==> src/rtl/aserial_pkg.sv <==
package aserial_pkg;
  // One channel slot in the serial frame; a power of two so the master divider wraps cleanly
  parameter int SLOT_BITS = 32;
  localparam int POS_BITS = $clog2(SLOT_BITS);

  typedef enum logic [1:0] {
    FMT_LEFT    = 2'd0,  // MSB in the bit period that starts at the word-select edge
    FMT_DELAYED = 2'd1,  // MSB one bit period after the word-select edge
    FMT_RIGHT   = 2'd2   // LSB in the last bit period of the slot
  } fmt_e;

  // Strobes and state handed from framing control to the datapath
  typedef struct packed {
    logic                load;  // move held pair into transmit registers
    logic                chan;  // 0 = left slot, 1 = right slot
    logic [POS_BITS-1:0] pos;   // bit period inside the current slot
    fmt_e                fmt;
  } ctlStrobe_t;
endpackage

==> src/rtl/aserial_sync.sv <==
module aserial_sync #(
  parameter int WIDTH  = 2,
  parameter int STAGES = 2
) (
  input  logic             clk,
  input  logic             rstN,
  input  logic [WIDTH-1:0] din,
  output logic [WIDTH-1:0] dout
);
  logic [WIDTH-1:0] stg [STAGES];

  generate
    for (genvar g = 0; g < STAGES; g++) begin : gStage
      if (g == 0) begin : gFirst
        always_ff @(posedge clk or negedge rstN) begin
          if (!rstN) stg[g] <= '0;
          else       stg[g] <= din;
        end
      end else begin : gNext
        always_ff @(posedge clk or negedge rstN) begin
          if (!rstN) stg[g] <= '0;
          else       stg[g] <= stg[g-1];
        end
      end
    end
  endgenerate

  assign dout = stg[STAGES-1];
endmodule

==> src/rtl/aserial_ctl.sv <==
module aserial_ctl
  import aserial_pkg::*;
#(
  parameter int DIV_LOG2    = 2,
  parameter int SYNC_STAGES = 2
) (
  input  logic       clk,
  input  logic       rstN,
  input  logic       standbyN,
  input  logic       slaveMode,
  input  logic       fmtSel,
  input  logic       extFmt,
  input  logic       bclkIn,
  input  logic       wsIn,
  output logic       bclkOut,
  output logic       wsOut,
  output ctlStrobe_t stb
);
  localparam int CNT_W = DIV_LOG2 + POS_BITS + 1;

  // Format decode; the right-justified layout exists only in slave mode
  fmt_e fmt;
  logic leftHigh;
  always_comb begin
    if (slaveMode && extFmt) fmt = FMT_RIGHT;
    else if (fmtSel)         fmt = FMT_LEFT;
    else                     fmt = FMT_DELAYED;
  end
  assign leftHigh = (fmt == FMT_LEFT);

  logic masterRun, slaveRun;
  assign masterRun = standbyN && !slaveMode;
  assign slaveRun  = standbyN && slaveMode;

  // Master framing: one counter gives divider phase, slot position and channel
  logic [CNT_W-1:0] mCnt, mNext;
  logic mWrap;
  assign mNext = mCnt + 1'b1;
  assign mWrap = masterRun && (mNext == '0);

  always_ff @(posedge clk or negedge rstN) begin
    if (!rstN) mCnt <= '0;
    else       mCnt <= masterRun ? mNext : '0;
  end

  assign bclkOut = mCnt[DIV_LOG2-1];
  assign wsOut   = mCnt[CNT_W-1] ^ leftHigh;

  // Slave framing: synchronize the external lines, then detect bit clock falls
  logic [1:0] syncOut;
  logic wsS, bclkS;
  aserial_sync #(.WIDTH(2), .STAGES(SYNC_STAGES)) uSync (
    .clk  (clk),
    .rstN (rstN),
    .din  ({wsIn, bclkIn}),
    .dout (syncOut)
  );
  assign wsS   = syncOut[1];
  assign bclkS = syncOut[0];

  logic bclkPrev, wsLast, sChan;
  logic [POS_BITS-1:0] sPos;
  logic sFall, wsEdge, newChan;
  assign sFall   = slaveRun && bclkPrev && !bclkS;
  assign wsEdge  = sFall && (wsS != wsLast);
  assign newChan = (wsS != leftHigh);

  always_ff @(posedge clk or negedge rstN) begin
    if (!rstN) begin
      bclkPrev <= 1'b0;
      wsLast   <= 1'b0;
      sChan    <= 1'b0;
      sPos     <= '0;
    end else if (!slaveRun) begin
      bclkPrev <= 1'b0;
      wsLast   <= 1'b0;
      sChan    <= 1'b0;
      sPos     <= '0;
    end else begin
      bclkPrev <= bclkS;
      if (sFall) begin
        wsLast <= wsS;
        if (wsEdge) begin
          sPos  <= '0;
          sChan <= newChan;
        end else if (sPos != '1) begin
          sPos <= sPos + 1'b1;
        end
      end
    end
  end

  always_comb begin
    stb.load = mWrap || (wsEdge && !newChan);
    stb.chan = slaveMode ? sChan : mCnt[CNT_W-1];
    stb.pos  = slaveMode ? sPos  : mCnt[DIV_LOG2 +: POS_BITS];
    stb.fmt  = fmt;
  end

  // generated word select moves only together with a bit clock fall
  p_ws_on_fall_r1: assert property (@(posedge clk) disable iff (!rstN)
    (masterRun && $past(masterRun) && $stable(fmtSel) && !$stable(wsOut))
      |-> ($past(bclkOut) && !bclkOut));

  // in slave mode the slot position only steps by one or restarts at zero
  p_pos_step_r5: assert property (@(posedge clk) disable iff (!rstN)
    (slaveRun && $past(slaveRun) && !$stable(sPos))
      |-> (sPos == '0 || sPos == $past(sPos) + 1'b1));

  // a transfer into the transmit registers always opens a left slot at position 0
  p_load_frame_r7: assert property (@(posedge clk) disable iff (!rstN)
    stb.load |=> ((stb.pos == '0 && !stb.chan) || !$stable(slaveMode)));
endmodule

==> src/rtl/aserial_dp.sv <==
module aserial_dp
  import aserial_pkg::*;
#(
  parameter int DATA_W    = 18,
  parameter int OVL_HOLD  = 131072,
  parameter int OVL_LEVEL = 32'h1C852
) (
  input  logic              clk,
  input  logic              rstN,
  input  logic              standbyN,
  input  ctlStrobe_t        stb,
  input  logic [DATA_W-1:0] sampleL,
  input  logic [DATA_W-1:0] sampleR,
  input  logic              sampleValid,
  output logic              sdoOut,
  output logic              sdoEn,
  output logic              ovld
);
  localparam int HOLD_W  = $clog2(OVL_HOLD + 1);
  localparam int RJ_OFFS = SLOT_BITS - DATA_W;
  localparam logic [DATA_W:0] LEVEL = (DATA_W + 1)'(OVL_LEVEL);

  // Holding registers take every write; transmit registers change only at frame start
  logic [DATA_W-1:0] holdL, holdR, txL, txR;
  always_ff @(posedge clk or negedge rstN) begin
    if (!rstN) begin
      holdL <= '0;
      holdR <= '0;
    end else if (sampleValid) begin
      holdL <= sampleL;
      holdR <= sampleR;
    end
  end

  always_ff @(posedge clk or negedge rstN) begin
    if (!rstN) begin
      txL <= '0;
      txR <= '0;
    end else if (stb.load) begin
      txL <= holdL;
      txR <= holdR;
    end
  end

  // Bit select: slot position minus the layout offset picks a bit, MSB first
  logic [POS_BITS:0]   offs, posX, rel;
  logic [DATA_W-1:0]   word, shifted;
  logic                inWin;
  always_comb begin
    case (stb.fmt)
      FMT_LEFT:    offs = '0;
      FMT_DELAYED: offs = (POS_BITS + 1)'(1);
      FMT_RIGHT:   offs = (POS_BITS + 1)'(RJ_OFFS);
      default:     offs = '0;
    endcase
    posX    = {1'b0, stb.pos};
    rel     = posX - offs;
    inWin   = (posX >= offs) && (rel < (POS_BITS + 1)'(DATA_W));
    word    = stb.chan ? txR : txL;
    shifted = word << rel;
    sdoOut  = inWin & shifted[DATA_W-1];
  end

  assign sdoEn = standbyN;

  // Overload detect on the magnitude, one bit wider so the most negative code fits
  function automatic logic [DATA_W:0] magOf(input logic [DATA_W-1:0] x);
    return x[DATA_W-1] ? ({1'b0, ~x} + 1'b1) : {1'b0, x};
  endfunction

  logic ovHit;
  assign ovHit = sampleValid && standbyN &&
                 ((magOf(sampleL) >= LEVEL) || (magOf(sampleR) >= LEVEL));

  logic [HOLD_W-1:0] ovlCnt;
  always_ff @(posedge clk or negedge rstN) begin
    if (!rstN)                ovlCnt <= '0;
    else if (!standbyN)       ovlCnt <= '0;
    else if (ovHit)           ovlCnt <= HOLD_W'(OVL_HOLD);
    else if (ovlCnt != '0)    ovlCnt <= ovlCnt - 1'b1;
  end

  assign ovld = standbyN && (ovlCnt != '0);

  // a hit raises the flag on the next cycle unless standby intervenes
  p_ovl_set_r8: assert property (@(posedge clk) disable iff (!rstN)
    ovHit |=> (ovld || !standbyN));

  // the flag only drops after the hold count has run down to its last cycle
  p_ovl_end_r8: assert property (@(posedge clk) disable iff (!rstN)
    ($fell(ovld) && standbyN) |-> ($past(ovlCnt) == HOLD_W'(1)));

  // standby keeps the flag and the data drive low
  p_stdby_quiet_r9: assert property (@(posedge clk) disable iff (!rstN)
    (!standbyN && !$past(standbyN)) |-> (!ovld && !sdoEn && ovlCnt == '0));
endmodule

==> src/rtl/stereo_ser_tx.sv <==
module stereo_ser_tx
  import aserial_pkg::*;
#(
  parameter int DATA_W      = 18,
  parameter int DIV_LOG2    = 2,
  parameter int SYNC_STAGES = 2,
  parameter int OVL_HOLD    = 131072,
  parameter int OVL_LEVEL   = 32'h1C852
) (
  input  logic              clk,
  input  logic              rstN,
  input  logic              standbyN,
  input  logic              slaveMode,
  input  logic              fmtSel,
  input  logic              extFmt,
  input  logic [DATA_W-1:0] sampleL,
  input  logic [DATA_W-1:0] sampleR,
  input  logic              sampleValid,
  input  logic              bclkIn,
  input  logic              wsIn,
  output logic              bclkOut,
  output logic              bclkOe,
  output logic              wsOut,
  output logic              wsOe,
  output logic              sdoOut,
  output logic              sdoEn,
  output logic              ovld
);
  ctlStrobe_t stb;

  aserial_ctl #(.DIV_LOG2(DIV_LOG2), .SYNC_STAGES(SYNC_STAGES)) uCtl (
    .clk       (clk),
    .rstN      (rstN),
    .standbyN  (standbyN),
    .slaveMode (slaveMode),
    .fmtSel    (fmtSel),
    .extFmt    (extFmt),
    .bclkIn    (bclkIn),
    .wsIn      (wsIn),
    .bclkOut   (bclkOut),
    .wsOut     (wsOut),
    .stb       (stb)
  );

  aserial_dp #(.DATA_W(DATA_W), .OVL_HOLD(OVL_HOLD), .OVL_LEVEL(OVL_LEVEL)) uDp (
    .clk         (clk),
    .rstN        (rstN),
    .standbyN    (standbyN),
    .stb         (stb),
    .sampleL     (sampleL),
    .sampleR     (sampleR),
    .sampleValid (sampleValid),
    .sdoOut      (sdoOut),
    .sdoEn       (sdoEn),
    .ovld        (ovld)
  );

  // Clock and word select pins are driven only as master and out of standby
  assign bclkOe = standbyN && !slaveMode;
  assign wsOe   = standbyN && !slaveMode;

  // in master mode the data line moves only with a bit clock fall
  p_sdo_on_fall_r2: assert property (@(posedge clk) disable iff (!rstN)
    (!slaveMode && standbyN && $past(!slaveMode && standbyN) && $stable(fmtSel)
      && !$stable(sdoOut)) |-> $fell(bclkOut));
endmodule

==> config.mk <==
export PLATFORM = sky130hd
export DESIGN_NAME = stereo_ser_tx
export DESIGN_NICKNAME = d
export VERILOG_FILES = /design/src/rtl/aserial_pkg.sv /design/src/rtl/aserial_sync.sv /design/src/rtl/aserial_ctl.sv /design/src/rtl/aserial_dp.sv /design/src/rtl/stereo_ser_tx.sv
export SDC_FILE = /design/constraint.sdc
export NUM_CORES = 1
export LEC_CHECK = 0
export ABC_AREA = 1
export BUFFER_PORTS_ARGS = -buffer_cell sky130_fd_sc_hd__buf_2
export CORE_UTILIZATION = 40
export DETAILED_ROUTE_END_ITERATION = 12
export PLACE_DENSITY = 0.69
export SLEW_MARGIN = 15
export SYNTH_ARGS = -nofsm -noshare
export SYNTH_HDL_FRONTEND = slang
export SYNTH_SLANG_ARGS = --single-unit
==> constraint.sdc <==
create_clock -name clk -period 2.1 [get_ports clk]
set_input_delay 0.105 -clock clk [delete_from_list [all_inputs] [get_ports clk]]
set_output_delay 0.105 -clock clk [all_outputs]
set_load 0.005 [all_outputs]
# Word level (Yosys, flattened, before mapping)
# Cells that the tools add are included.
word_totals:
  output_inout_bits: 7
  register_bits: 110
  word_cells: 80
  input_bits: 45
classes:
  magnitude_cmp: 4
  n_shift: 1
  reduce_logical: 22
  bitwise_logic: 4
  mux: 22
  addsub: 6
  n_eq_ne: 9
ops:
  columns: ["operator", "count"]
  rows:
  - ["2-to-1 mux 18 bit", 4]
  - ["adder 18 x 1 -> 19 bit (second input constant)", 2]
  - ["greater-or-equal comparator 19 x 17 -> 1 bit (second input constant)", 2]
  - ["2-to-1 mux 19 bit", 2]
  - ["NOT 18 bit", 2]
  - ["2-to-1 mux 5 bit", 5]
  - ["nonzero test 18 bit", 1]
  - ["<< shifter 18 x 6 -> 18 bit", 1]
  - ["subtractor 18 x 1 -> 18 bit (second input constant)", 1]
  - ["logical AND 1 bit", 12]
  - ["adder 8 x 1 -> 8 bit (second input constant)", 1]
  - ["zero test 8 bit", 1]
  - ["2-to-1 mux 1 bit", 8]
  - ["2-to-1 mux 8 bit", 1]
  - ["case mux 4 bit (2 select lines)", 1]
  - ["less-than comparator 6 x 5 -> 1 bit (second input constant)", 1]
  - ["subtractor 5 x 4 -> 6 bit", 1]
  - ["adder 5 x 1 -> 5 bit (second input constant)", 1]
  - ["greater-or-equal comparator 5 x 4 -> 1 bit", 1]
  - ["!= test 5 bit (second input constant)", 1]
  - ["!= test 2 bit (second input constant)", 2]
  - ["AND reduction 2 bit", 2]
  - ["zero test 1 bit", 3]
  - ["!= test 3 x 1 -> 1 bit (second input constant)", 1]
  - ["9 further kinds", 11]

# Logic depth before layout (Yosys ltp)
# Gate-level depths: netlist of the first run.
depth:
  depth_word: 8
  ltp_mapped: 19
  ltp_nobuf: 18

# Hierarchy
# From an unflattened synthesis of the first run, not the netlist that was laid out.
hier_totals:
  hier_cells: 915
  area_unflattened_um2: 6603.8
by_module_without_submodules:
  columns: ["module", "area_each_um2", "cells_each", "instances", "seq_area_each_um2"]
  rows:
  - ["aserial_dp", 5495.3, 770, 1, 2252.2]
  - ["aserial_ctl", 975.9, 136, 1, 400.4]
  - ["aserial_sync", 115.1, 6, 1, 100.1]
  - ["stereo_ser_tx", 17.5, 3, 1, 0.0]

# Least setup slack after synthesis of the first run
# No wires, ideal clock.
synth_timing:
  path_kind: "input -> output"
  startpoint: "input port slaveMode"
  endpoint: "output port sdoOut"
  path_stages: 13
  t_required_ns: 1.995
  t_arrival_ns: 2.146
  setup_slack_ns: -0.151
  n_path_buf: 2
  cell_sequence: "buf_2 clkbuf_1 nand2_1 o21ai_0 ha_1 inv_1 fa_1 a21oi_1 nor2_1 nor2_1 xnor2_1 o21ai_0 a311oi_1"
synth_between:
  elab_chain_len: 8
  word_cells_on_any_way: 14
  cone_classes: "1 x add/sub; 2 x order compare; 2 x eq/ne; 1 x shift; 5 x mux; 1 x bitwise; 2 x reduce/logical"
synth_rtl:
  columns: ["element", "line", "text"]
  rows:
  - ["start, declared", "stereo_ser_tx.sv:13", "input logic slaveMode,"]
  - ["logical AND 1 bit", "aserial_ctl.sv:25", "if (slaveMode && extFmt) fmt = FMT_RIGHT;"]
  - ["2-to-1 mux 2 bit", "aserial_ctl.sv:25", null]
  - ["equality test 2 bit or equality test 2 x 1 -> 1 bit (tied branches)", "aserial_dp.sv:50", "case (stb.fmt)"]
  - ["case mux 4 bit (2 select lines)", "aserial_dp.sv:50", null]
  - ["subtractor 5 x 4 -> 6 bit", "aserial_dp.sv:57", "rel = posX - offs;"]
  - ["less-than comparator 6 x 5 -> 1 bit", "aserial_dp.sv:58", "inWin = (posX >= offs) && (rel < (POS_BITS + 1)'(DATA_W));"]
  - ["logical AND 1 bit", "aserial_dp.sv:58", null]
  - ["bitwise AND 1 bit (*)", "aserial_dp.sv:61", "sdoOut = inWin & shifted[DATA_W-1];"]
  - ["end, declared", "stereo_ser_tx.sv:25", "output logic sdoOut,"]
# Every way passes the cells marked *; elsewhere a longest branch is shown, timed or not.

# Worst setup path in the final report of the first run
layout_timing:
  startpoint: "register uCtl.sPos[0]"
  endpoint: "output port sdoOut"
layout_between:
  elab_chain_len: 5
  word_cells_on_any_way: 7
  cone_classes: "1 x add/sub; 2 x order compare; 1 x shift; 1 x mux; 1 x bitwise; 1 x reduce/logical"
layout_rtl:
  columns: ["element", "line", "text"]
  rows:
  - ["start, declared", "aserial_ctl.sv:62", "logic [POS_BITS-1:0] sPos;"]
  - ["start signal, assigned", "aserial_ctl.sv:87", "sPos <= sPos + 1'b1;"]
  - ["2-to-1 mux 5 bit (*)", "aserial_ctl.sv:96", "stb.pos = slaveMode ? sPos : mCnt[DIV_LOG2 +: POS_BITS];"]
  - ["subtractor 5 x 4 -> 6 bit", "aserial_dp.sv:57", null]
  - ["less-than comparator 6 x 5 -> 1 bit", "aserial_dp.sv:58", null]
  - ["logical AND 1 bit", "aserial_dp.sv:58", null]
  - ["bitwise AND 1 bit (*)", "aserial_dp.sv:61", null]
# Marks and branches as above.

==> impl_metrics.env, run 1 <==
export IMPL_critPathLaunchType="flop"
export IMPL_portBuffers=51
export IMPL_power_share_of_the_combinational_group_pct=29.7
export IMPL_globalRouteTotalUtil_pct=19.7
export IMPL_net_switching_power_uw=2020
export IMPL_timing_final_setup_violations=37
export IMPL_syn_cell_area_mm2=0.00652
export IMPL_antenna_found_initial=0
export IMPL_critical_path_max_fanout=3
export IMPL_timing_max_transition_violations_final=0
export IMPL_detail_route_iter0_violations=446
export IMPL_reg2reg_from="uCtl.mCnt[0]"
export IMPL_firstDrtPassIters=5
export IMPL_tritoncts="done"
export IMPL_seq_area_mm2=0.00275
export IMPL_io_pin_count=52
export IMPL_synth_net_count=981
export IMPL_grt_pass1_wl_um=25800
export IMPL_maxClockFrequency_mhz=354
export IMPL_clock_root_buffer="clkbuf_16"
export IMPL_worst_hold_slack_ns=0.0278
export IMPL_worstSetupStartpoint="uCtl.sPos[0]"
export IMPL_power_report_internal_total_uw=4180
export IMPL_min_period_ns=2.83
export IMPL_syn_avg_cell_area_um2=7.08
export IMPL_clock_tree_buffer_depth=2
export IMPL_tritoncts_num_sinks=110
export IMPL_critical_path_max_stage_delay_ns=0.40
export IMPL_unrepaired_setup_endpoints_after_global_routing="yes"
export IMPL_count_of_antenna_violating_nets_left_after_detailed_routing=0
export IMPL_hold_viol_final=0
export IMPL_slowest_stage="fa_2"
export IMPL_worstHoldStart="sampleL[15]"
export IMPL_placementRows=46
export IMPL_cp_required_ns=2.00
export IMPL_hold_path_class="primary input to flop"
export IMPL_status="complete, but fails checks"
export IMPL_synth_seq_cells=110
export IMPL_drive_above_1_share_pct=17.4
export IMPL_area_taken_by_multi_input_logic_gates_mm2=0.00327
export IMPL_wl_per_cell_um=13.5
export IMPL_antenna_cells_inserted=0
export IMPL_fillers=1583
export IMPL_place_worst_setup_slack_ns=-0.332
export IMPL_violations_in_the_final_reports="negative setup slack"
export IMPL_worst_setup_path_class="flop to output port"
export IMPL_final_weighted_congestion_in_routability_driven_placement=0.888
export IMPL_effective_utilization_at_floorplan_pct=41.1
export IMPL_synth_largest_area_cell="dfrtp_1"
export IMPL_routed_wl_um=16900
export IMPL_leakage_power_total_uw=0.00410
export IMPL_area_growth_pct=26.6
export IMPL_drt_drc_violations_left=0
export IMPL_critPathTopFamily="adder cells"
export IMPL_hpwlAfterDp_um=11000
export IMPL_synth_distinct_cells=41
export IMPL_grt_max_degree=74
export IMPL_worst_pin_slew_ns=0.469
export IMPL_ys_warnings_count=0
export IMPL_worstPathCellList="inv_2 > nand2_2 > o21ai_2 > ha_2 > inv_2 > fa_2 > a21oi_2 > nor2_1 > nor2_1 > xnor2_1 > buf_4 > a311oi_2 > buf_4 > buf_6"
export IMPL_seq_power_share_pct=43.0
export IMPL_cp_num_buf_inv=5
export IMPL_via_count_of_the_first_global_routing_pass=5555
export IMPL_post_route_period_util_pct=135
export IMPL_share_clk_of_total_power_pct=27.3
export IMPL_synthCells=922
export IMPL_critical_path_arrival_ns=2.72
export IMPL_die_area_mm2=0.0168
export IMPL_dieHeight_um=130
export IMPL_finClkSkew_ns=0.00704
export IMPL_top_area_cell_type_share_of_the_netlist_area_pct=42.2
export IMPL_grt_remaining_overflow=0
export IMPL_final_core_utilization_pct=52.0
export IMPL_core_area_mm2=0.0159
export IMPL_top_area_cells_in_the_synthesized_netlist="dfrtp_1 (42%), nand2_1 (13%), nor2_1 (8.3%)"
export IMPL_setup_worst_path_end_class="output port"
export IMPL_pwr_density_cell_mw_per_mm2=750
export IMPL_chipWidth_um=130
export IMPL_vdd_ir_drop_worst_uv=411
export IMPL_final_net_count=1098
export IMPL_netSwitchingFraction_pct=32.5
export IMPL_seq_area_frac_synth_pct=42.2
export IMPL_cts_inserted_buffers=9
export IMPL_clk_insertion_delay_late_ns=0.36
export IMPL_num_vias=6215
export IMPL_clock_pin_transition_on_the_worst_setup_and_hold_timing_paths_ns=0.07
export IMPL_ctsHtreeMaxLevel=3
export IMPL_vias_per_cell=4.94
export IMPL_setup_ws_ns=-0.728
export IMPL_max_slew_margin_pct=68.4
export IMPL_max_cap_viol_count=0
-- metrics by stage --
stage	cells	power (uW)	instance area (um2)	setup TNS (ns)
final	1259	6200	8260	-2.48
after detailed placement	1209	4300	7340	-1.52
after floorplan	922	3780	6530	0
after global placement	1209	4270	7340	-1.15
after CTS	1241	6120	7870	-0.693
after global routing	1259	6610	8260	-7.57
-- cell type report --
class                           instances  share of cell area, %
Clock inverter                          5                  0.742
Tap cell                              216                   3.27
Timing Repair Buffer                  135                   14.6
Multi-Input combinational cell        658                   39.6
Clock buffer                           10                   2.77
Inverter                              125                   5.68
Sequential cell                       110                   33.3
-- worst register-to-register path, stage by stage, from the launching register on --
cell and delay (ns):
dfrtp_1 0.42, ha_4 0.17, nand3_2 0.10, nor3_2 0.20, xor2_1 0.22, nand4_1 0.18, o31ai_4 0.30, buf_8 0.23
clkbuf_16 0.19, nand2_1 0.04, o21ai_0 0.07
-- state kept, by name, indices dropped and copies added, names as in the netlist --
register,cells
uDp.ovlCnt,18
uCtl.bclkPrev,1
uCtl.uSync.dout,2
uCtl.wsLast,1
uDp.holdL,18
uCtl.sChan,1
uDp.holdR,18
uCtl.sPos,5
uCtl.mCnt,8
uDp.txL,18
uCtl.uSync.stg,2
uDp.txR,18
-- Yosys cell counts --
cell type,n
nand3_1,68
nand3b_1,2
nand4_1,10
buf_1,3
o31ai_1,1
o211ai_1,9
a31oi_1,2
xor2_1,19
clkbuf_2,3
nand2_2,3
o22ai_1,1
nor2_4,1
o21bai_1,1
nand2_1,231
a311oi_1,1
a311o_1,1
o31ai_4,1
a22oi_1,1
o41a_1,1
o21ai_0,64
nor2_2,4
nor2_1,144
fa_1,1
a21oi_1,54
nor3_1,7
and3_1,1
o21ai_4,1
o21ai_2,1
dfrtp_1,110
buf_4,6
buf_6,1
xnor2_1,7
or2_2,1
inv_1,122
clkinv_1,3
clkbuf_1,12
ha_1,13
nor4_1,3
buf_2,4
and2_1,1
o21ai_1,3
-- metal layers --
layer  vias to the layer above  GRT usage [%]  share of wire [%]
met5                         -              0                  0
met4                         0           5.20                1.7
met3                        21           3.61                3.9
met2                       144           32.1                 48
met1                      2874           26.8                 47
li1                       3176              -                  -
-- layout by cell type (no fill, tap or decap), types with 9 or more instances in the layout --
master and n:
o21ai_1 12, nor2_1 142, buf_2 49, nand2_1 227
o21ai_0 53, nand4_1 10, o211ai_1 9, nand3_1 65
inv_1 118, buf_4 59, ha_1 10, a21oi_1 53
dfrtp_1 109, clkbuf_16 17, xor2_1 19
-- kinds of logic (layout without fill, tap and decap cells) --
| family | after synthesis | after routing | synth area share [%] |
|---|---|---|---|
| AOI/OAI and AO/OA | 142 | 142 | 12.1 |
| xor gates and xnor gates | 26 | 26 | 3.49 |
| adders and majority gates | 14 | 14 | 2.80 |
| buffers and inverters | 154 | 275 | 9.46 |
| DFF | 110 | 110 | 42.2 |
| and+or+nand+nor | 476 | 476 | 29.9 |
-- path summary, 6_finish.rpt --
| kind | slack, ns | to | cells past startpoint |
|---|---|---|---|
| max | -0.73 | sdoOut | 14 |
| min in group asynchronous | 0.23 | uCtl.mCnt[7] | 2 |
| min | 0.03 | uDp.holdL[15] | 3 |
| max in group asynchronous | 1.18 | uDp.holdL[3] | 3 |
| min reg2reg | 0.36 | uCtl.uSync.dout[0] | 0 |
| max reg2reg | -0.08 | uDp.txL[13] | 10 |
-- timing repair --
action                                  CTS  global route
pin swaps                                12            16
hold buffers                              3             0
setup buffers                            11             6
endpoints found under the setup margin   12            42
hold endpoints to repair                 32             0
gates resized for setup                  15            34
cloned                                    3            12
-- power groups by stage --
| stage | registers [uW] | clock network [uW] | logic [uW] |
|---|---|---|---|
| final | 2670 | 1690 | 1840 |
| after global routing | 2710 | 1810 | 2100 |
| after CTS | 2650 | 1730 | 1740 |
| after detailed placement | 2690 | 0 | 1610 |
| after global placement | 2680 | 0 | 1580 |
| after floorplan | 2650 | 0 | 1130 |
Power figures use the tool's default switching activity.
==> inputs of run 2 (changes only) <==
- CORE_MARGIN: unset -> 2
- RECOVER_POWER: unset -> 25
==> impl_metrics.env, run 2 (synthesis results as in run 1) <==
export IMPL_worstHoldStart="sampleR[3]"
export IMPL_routed_wl_um=18200
export IMPL_cts_inserted_buffers=9
export IMPL_final_weighted_congestion_in_routability_driven_placement=0.885
export IMPL_critical_path_max_stage_delay_ns=0.64
export IMPL_cp_required_ns=2.00
export IMPL_tritoncts_num_sinks=110
export IMPL_critical_path_most_common_cell="nand3_1"
export IMPL_hpwlAfterDp_um=11300
export IMPL_worst_setup_path_class="flop to output port"
export IMPL_clock_tree_buffer_depth=2
export IMPL_setup_reg_to_reg_worst_slack_ns=-0.06
export IMPL_power_share_of_the_combinational_group_pct=32.4
export IMPL_io_pin_count=52
export IMPL_vdd_ir_drop_worst_uv=442
export IMPL_setup_ws_ns=-0.719
export IMPL_placementRows=46
export IMPL_maxClockFrequency_mhz=355
export IMPL_grt_util_met1_pct=26.6
export IMPL_design_area_mm2=0.00860
export IMPL_antenna_cells_inserted=0
export IMPL_critical_path_max_fanout=5
export IMPL_gr_max_usage_layer="met2"
export IMPL_timing_final_setup_violations=35
export IMPL_setup_worst_path_end_class="output port"
export IMPL_effective_utilization_at_floorplan_pct=41.1
export IMPL_hold_viol_final=0
export IMPL_critPathTopFamily="adder cells"
export IMPL_grt_max_degree=73
export IMPL_via_count_of_the_first_global_routing_pass=6046
export IMPL_final_net_count=1111
export IMPL_area_taken_by_multi_input_logic_gates_mm2=0.00348
export IMPL_reg2reg_from="uCtl.mCnt[0]"
export IMPL_grt_remaining_overflow=0
export IMPL_critical_path_arrival_ns=2.71
export IMPL_power_report_internal_total_uw=4180
export IMPL_area_growth_pct=31.8
export IMPL_worstRegToRegCells=10
export IMPL_globalRouteTotalUtil_pct=20.0
export IMPL_share_clk_of_total_power_pct=25.2
export IMPL_clock_pin_transition_on_the_worst_setup_and_hold_timing_paths_ns=0.07
export IMPL_chipWidth_um=132
export IMPL_mostFrequentLayoutCells="nand2_1 (202), nor2_1 (140), inv_1 (119)"
export IMPL_critPathLaunchType="flop"
export IMPL_leakage_power_total_uw=0.00431
export IMPL_drt_drc_violations_left=0
export IMPL_min_period_ns=2.82
export IMPL_ctsHtreeMaxLevel=3
export IMPL_grt_pass1_wl_um=28500
export IMPL_hold_path_class="primary input to flop"
export IMPL_clk_insertion_delay_late_ns=0.36
export IMPL_firstDrtPassIters=8
export IMPL_final_core_utilization_pct=54.1
export IMPL_slowest_stage="fa_2"
export IMPL_cp_num_buf_inv=4
export IMPL_core_area_mm2=0.0159
export IMPL_unrepaired_setup_endpoints_after_global_routing="yes"
export IMPL_grt_met2_usage_pct=32.9
export IMPL_portBuffers=51
export IMPL_tritoncts="done"
export IMPL_area_of_placed_instances_mm2=0.00739
export IMPL_vias_per_cell=5.01
export IMPL_net_switching_power_uw=2160
export IMPL_seq_area_mm2=0.00275
export IMPL_seq_power_share_pct=42.4
export IMPL_min_delay_path_depth=3
export IMPL_timing_max_transition_violations_final=0
export IMPL_hold_path_end="uDp.holdR[3]"
export IMPL_fillers=1513
export IMPL_worst_pin_slew_ns=0.835
export IMPL_grt_util_met3_pct=3.36
export IMPL_die_area_mm2=0.0173
export IMPL_max_slew_margin_pct=44.3
export IMPL_r2r_end="uDp.txL[3]"
export IMPL_netSwitchingFraction_pct=34.1
export IMPL_wl_per_cell_um=14.3
export IMPL_fin_total_pwr_uw=6340
export IMPL_num_vias=6377
export IMPL_violations_in_the_final_reports="negative setup slack"
export IMPL_pwr_density_cell_mw_per_mm2=738
export IMPL_worstPathCellList="inv_1 > nand2_1 > o21ai_2 > ha_2 > inv_2 > fa_2 > nand3_1 > nand3_1 > nand3_1 > a311oi_1 > buf_4 > buf_6"
export IMPL_post_route_period_util_pct=134
export IMPL_dieHeight_um=132
export IMPL_status="complete, but fails checks"
export IMPL_finClkSkew_ns=0.00769
export IMPL_detail_route_iter0_violations=506
export IMPL_count_of_antenna_violating_nets_left_after_detailed_routing=0
export IMPL_drive_above_1_share_pct=23.0
export IMPL_antenna_found_initial=0
export IMPL_max_cap_viol_count=0
export IMPL_layout_cells_most_common="nand2_1"
export IMPL_clock_root_buffer="clkbuf_16"
[run 2: layout make-up]
| class | count | share of cell area, % |
|---|---|---|
| Multi-Input combinational cell | 658 | 40.5 |
| Sequential cell | 110 | 32.0 |
| Clock inverter | 4 | 0.349 |
| Tap cell | 216 | 3.14 |
| Clock buffer | 11 | 2.71 |
| Inverter | 125 | 5.46 |
| Timing Repair Buffer | 148 | 15.8 |
[run 2: worst max-delay path by stage]
stage | start | to | slack [ns] | cells after the start
global placement | uCtl.sPos[0] | sdoOut | -0.28 | 14
detailed placement | uCtl.sPos[0] | sdoOut | -0.33 | 14
global route | uCtl.sPos[0] | sdoOut | -0.84 | 14
finish | uCtl.sPos[0] | sdoOut | -0.72 | 12
CTS | uCtl.sPos[0] | sdoOut | -0.68 | 14
floorplan | uCtl.sPos[0] | sdoOut | 0.008 | 12
[run 2: what timing repair did]
| item | 4_1_cts | 5_1_grt |
|---|---|---|
| gates cloned | 7 | 8 |
| gates resized for setup | 40 | 102 |
| buffers inserted | 17 | 10 |
| setup endpoints to repair | 13 | 42 |
| hold buffers | 3 | 0 |
| pin swaps | 11 | 17 |
| endpoints found under the hold margin | 31 | 0 |
[run 2: worst register-to-register path: cells and delay by family, from the launching register on]
| family | cells | cell delay [ns] |
|---|---|---|
| adders and majority gates | 1 | 0.20 |
| xor gates and xnor gates | 1 | 0.21 |
| and+or+nand+nor | 3 | 0.47 |
| buffers and inverters | 3 | 0.50 |
| AOI/OAI and AO/OA | 2 | 0.29 |
| DFF | 1 | 0.38 |
[run 2: metal layers]
metal,vias to the layer above,wire length [um]
li1,3190,-
met3,43,629
met1,2994,8150
met2,150,8850
met4,0,530
met5,-,0
[run 2: per-stage QoR]
stage | instances | setup slack, ns | TNS, ns | hold slack, ns
floorplan | 922 | 0.00841 | 0 | -0.191
global placement | 1214 | -0.278 | -1.15 | 0.0735
detailed placement | 1214 | -0.327 | -1.91 | 0.0758
CTS | 1255 | -0.676 | -1.21 | 0.0265
global route | 1272 | -0.842 | -5.65 | 0.0414
finish | 1272 | -0.719 | -1.63 | 0.0354
[run 2: power groups by stage]
| stage | clock network, uW | registers, uW | logic (uW) |
|---|---|---|---|
| after floorplan | 0 | 2650 | 1130 |
| after global placement | 0 | 2690 | 1590 |
| after detailed placement | 0 | 2700 | 1630 |
| after CTS | 1630 | 2650 | 1780 |
| after global routing | 1700 | 2720 | 2290 |
| final | 1600 | 2690 | 2050 |
==> inputs of run 3 (changes only) <==
- ABC_AREA: 1 -> 0
==> impl_metrics.env, run 3 <==
export IMPL_max_slew_margin_pct=38.1
export IMPL_seq_power_share_pct=37.2
export IMPL_drt_drc_violations_left=0
export IMPL_final_weighted_congestion_in_routability_driven_placement=0.917
export IMPL_post_synth_most_frequent_cells="dfrtp_1 (110), mux2_2 (79), nand2_1 (53)"
export IMPL_syn_avg_cell_area_um2=10.6
export IMPL_asyncSetResetFlopFracSynth_pct=100
export IMPL_placementRows=46
export IMPL_critPathLaunchType="flop"
export IMPL_violations_in_the_final_reports="negative setup slack"
export IMPL_hold_viol_final=0
export IMPL_cp_required_ns=2.00
export IMPL_unrepaired_setup_endpoints_after_global_routing="yes"
export IMPL_globalRouteTotalUtil_pct=20.3
export IMPL_mostFrequentLayoutCells="buf_4 (110), dfrtp_1 (109), mux2_2 (76)"
export IMPL_seq_area_frac_synth_pct=43.2
export IMPL_cp_num_buf_inv=2
export IMPL_post_route_period_util_pct=146
export IMPL_grt_remaining_overflow=0
export IMPL_min_delay_path_depth=2
export IMPL_synth_most_common_cell="dfrtp_1"
export IMPL_clock_pin_transition_on_the_worst_setup_and_hold_timing_paths_ns=0.07
export IMPL_firstDrtPassIters=6
export IMPL_timing_final_setup_violations=56
export IMPL_final_net_count=826
export IMPL_dieHeight_um=130
export IMPL_pwr_density_cell_mw_per_mm2=827
export IMPL_setup_worst_path_end_class="output port"
export IMPL_synthCells=599
export IMPL_worst_pin_slew_ns=0.929
export IMPL_tritoncts="done"
export IMPL_r2r_end="uDp.ovlCnt[7]"
export IMPL_detail_route_iter0_violations=319
export IMPL_num_vias=5322
export IMPL_worstPathCellList="mux2i_1 > ha_1 > inv_1 > fa_2 > a21o_1 > a21oi_2 > xnor2_1 > or4b_4 > a311oi_2 > buf_2"
export IMPL_finClkSkew_ns=0.00517
export IMPL_top_area_cell_type_share_of_the_netlist_area_pct=43.2
export IMPL_power_share_of_the_combinational_group_pct=40.5
export IMPL_ctsHtreeMaxLevel=3
export IMPL_cts_inserted_buffers=9
export IMPL_critical_path_arrival_ns=2.96
export IMPL_worst_setup_path_class="flop to output port"
export IMPL_net_switching_power_uw=2360
export IMPL_chipWidth_um=130
export IMPL_grt_max_degree=46
export IMPL_fillers=1316
export IMPL_synth_largest_area_cell="dfrtp_1"
export IMPL_worst_hold_slack_ns=0.0346
export IMPL_antenna_cells_inserted=0
export IMPL_synth_seq_cells=110
export IMPL_hold_path_class="primary input to flop"
export IMPL_effective_utilization_at_floorplan_pct=40.5
export IMPL_core_area_mm2=0.0157
export IMPL_tritoncts_num_sinks=110
export IMPL_final_core_utilization_pct=54.9
export IMPL_area_growth_pct=35.5
export IMPL_fin_setup_tns_ns=-18.13
export IMPL_critical_path_max_fanout=3
export IMPL_hpwlAfterDp_um=11400
export IMPL_critical_path_max_stage_delay_ns=0.52
export IMPL_routed_wl_um=16500
export IMPL_timing_max_transition_violations_final=0
export IMPL_setup_ws_ns=-0.970
export IMPL_leakage_power_total_uw=0.00398
export IMPL_antenna_found_initial=0
export IMPL_synth_main_ff_cell="dfrtp_1"
export IMPL_portBuffers=51
export IMPL_worstHoldStart="sampleR[16]"
export IMPL_clk_insertion_delay_late_ns=0.35
export IMPL_max_cap_viol_count=0
export IMPL_clock_root_buffer="clkbuf_16"
export IMPL_syn_cell_area_mm2=0.00637
export IMPL_io_pin_count=52
export IMPL_vias_per_cell=5.39
export IMPL_finalNonFillerCells=988
export IMPL_ys_warnings_count=0
export IMPL_status="complete, but fails checks"
export IMPL_netSwitchingFraction_pct=33.1
export IMPL_clock_tree_buffer_depth=2
export IMPL_via_count_of_the_first_global_routing_pass=5525
export IMPL_wl_per_cell_um=16.7
export IMPL_drive_above_1_share_pct=46.2
export IMPL_synth_enable_flop_cells=0
export IMPL_maxClockFrequency_mhz=326
export IMPL_power_report_internal_total_uw=4780
export IMPL_synth_distinct_cells=65
export IMPL_worstRegToRegCells=9
export IMPL_critPathTopFamily="compound AO/OA/AOI/OAI gates"
export IMPL_vdd_ir_drop_worst_uv=547
export IMPL_layout_cells_most_common="buf_4"
export IMPL_dp_cells=946
export IMPL_slowest_stage="or4b_4"
export IMPL_count_of_antenna_violating_nets_left_after_detailed_routing=0
export IMPL_min_period_ns=3.07
export IMPL_place_worst_setup_slack_ns=-0.833
export IMPL_top_area_cells_in_the_synthesized_netlist="dfrtp_1 (43%), mux2_2 (14%), mux4_2 (3.9%)"
export IMPL_synth_net_count=658
export IMPL_die_area_mm2=0.0169
export IMPL_reg2reg_from="uDp.ovlCnt[6]"
export IMPL_share_clk_of_total_power_pct=22.3
export IMPL_setup_reg_to_reg_worst_slack_ns=-0.78
export IMPL_grt_pass1_wl_um=27100
export IMPL_hold_path_end="uDp.holdR[16]"
==> run 3: changes by cell type in the layout (fill, tap and decap cells not counted), sizes merged, moves of 44 or more <==
cell   previous run  this run
o21ai            69         8
nor2            149        52
mux2              0        79
nand2           234        53
nand3            68        13
inv             124        22
buf             137       181
==> run 3: worst max-delay path by stage <==
stage / from / to / slack, ns / cells past startpoint
floorplan: uDp.ovlCnt[6] / uDp.ovlCnt[13] / -0.66 / 10
global placement: sampleR[1] / uDp.ovlCnt[1] / -0.76 / 10
detailed placement: sampleL[9] / uDp.ovlCnt[1] / -0.83 / 10
CTS: uCtl.mCnt[2] / sdoOut / -0.94 / 10
global route: uCtl.sPos[0] / sdoOut / -1.10 / 10
finish: uCtl.sPos[0] / sdoOut / -0.97 / 10
==> run 3: cells by family (layout without fill, tap and decap cells) <==
| family | Yosys count | count (layout) | synth area share [%] |
|---|---|---|---|
| adder cells (fa/ha/maj) | 14 | 14 | 2.87 |
| flip-flops | 110 | 110 | 43.2 |
| XOR/XNOR | 36 | 36 | 4.95 |
| AO/OA/AOI/OAI | 81 | 81 | 9.20 |
| multiplexers | 98 | 98 | 19.1 |
| buffers and inverters | 53 | 226 | 3.75 |
| AND/OR/NAND/NOR | 207 | 207 | 16.9 |
==> run 3: worst reg2reg max path: stages (launching register included) <==
cell and delay (ns):
dfrtp_1 0.38, or4_4 0.54, or4b_4 0.56, or4_4 0.58
buf_6 0.16, and3_4 0.22, nand2_4 0.09, xnor2_2 0.10
nand2_1 0.07, nor2_1 0.11
==> run 3: per-stage QoR <==
step	cell area (um2)	total power (uW)
after global routing	8630	7530
after detailed placement	7690	4960
after global placement	7690	4840
after CTS	8530	6990
final	8630	7130
after floorplan	6470	4210
==> run 3: power groups by stage <==
stage	clock network [uW]	logic, uW	registers (uW)
2_1_floorplan	0	1580	2630
3_3_place_gp	0	2190	2650
3_5_place_dp	0	2290	2670
4_1_cts	1620	2730	2640
5_1_grt	1710	3130	2690
6_report	1590	2890	2650
==> run 3: cell type report <==
cell class / count / area [um2] / area share, %
Clock buffer: 9 / 225 / 2.61
Clock inverter: 7 / 50.0 / 0.580
Inverter: 21 / 78.8 / 0.914
Multi-Input combinational cell: 436 / 3700 / 42.9
Sequential cell: 110 / 2750 / 31.9
Tap cell: 216 / 270 / 3.13
Timing Repair Buffer: 189 / 1550 / 17.9
==> run 3: metal layers <==
metal | vias up | share of wire, % | GRT usage (%)
met2 | 159 | 53 | 36.8
li1 | 2492 | - | -
met3 | 18 | 4.1 | 3.69
met1 | 2653 | 42 | 25.0
met4 | 0 | 1.2 | 4.81
met5 | - | 0 | 0
==> run 3: repair_timing <==
item / in CTS / in global routing
pin swaps: 20 / 16
gates resized for setup: 47 / 21
endpoints found under the hold margin: 30 / 0
gates cloned: 6 / 0
endpoints found under the setup margin: 56 / 56
hold buffers: 3 / 0
buffers inserted: 15 / 4
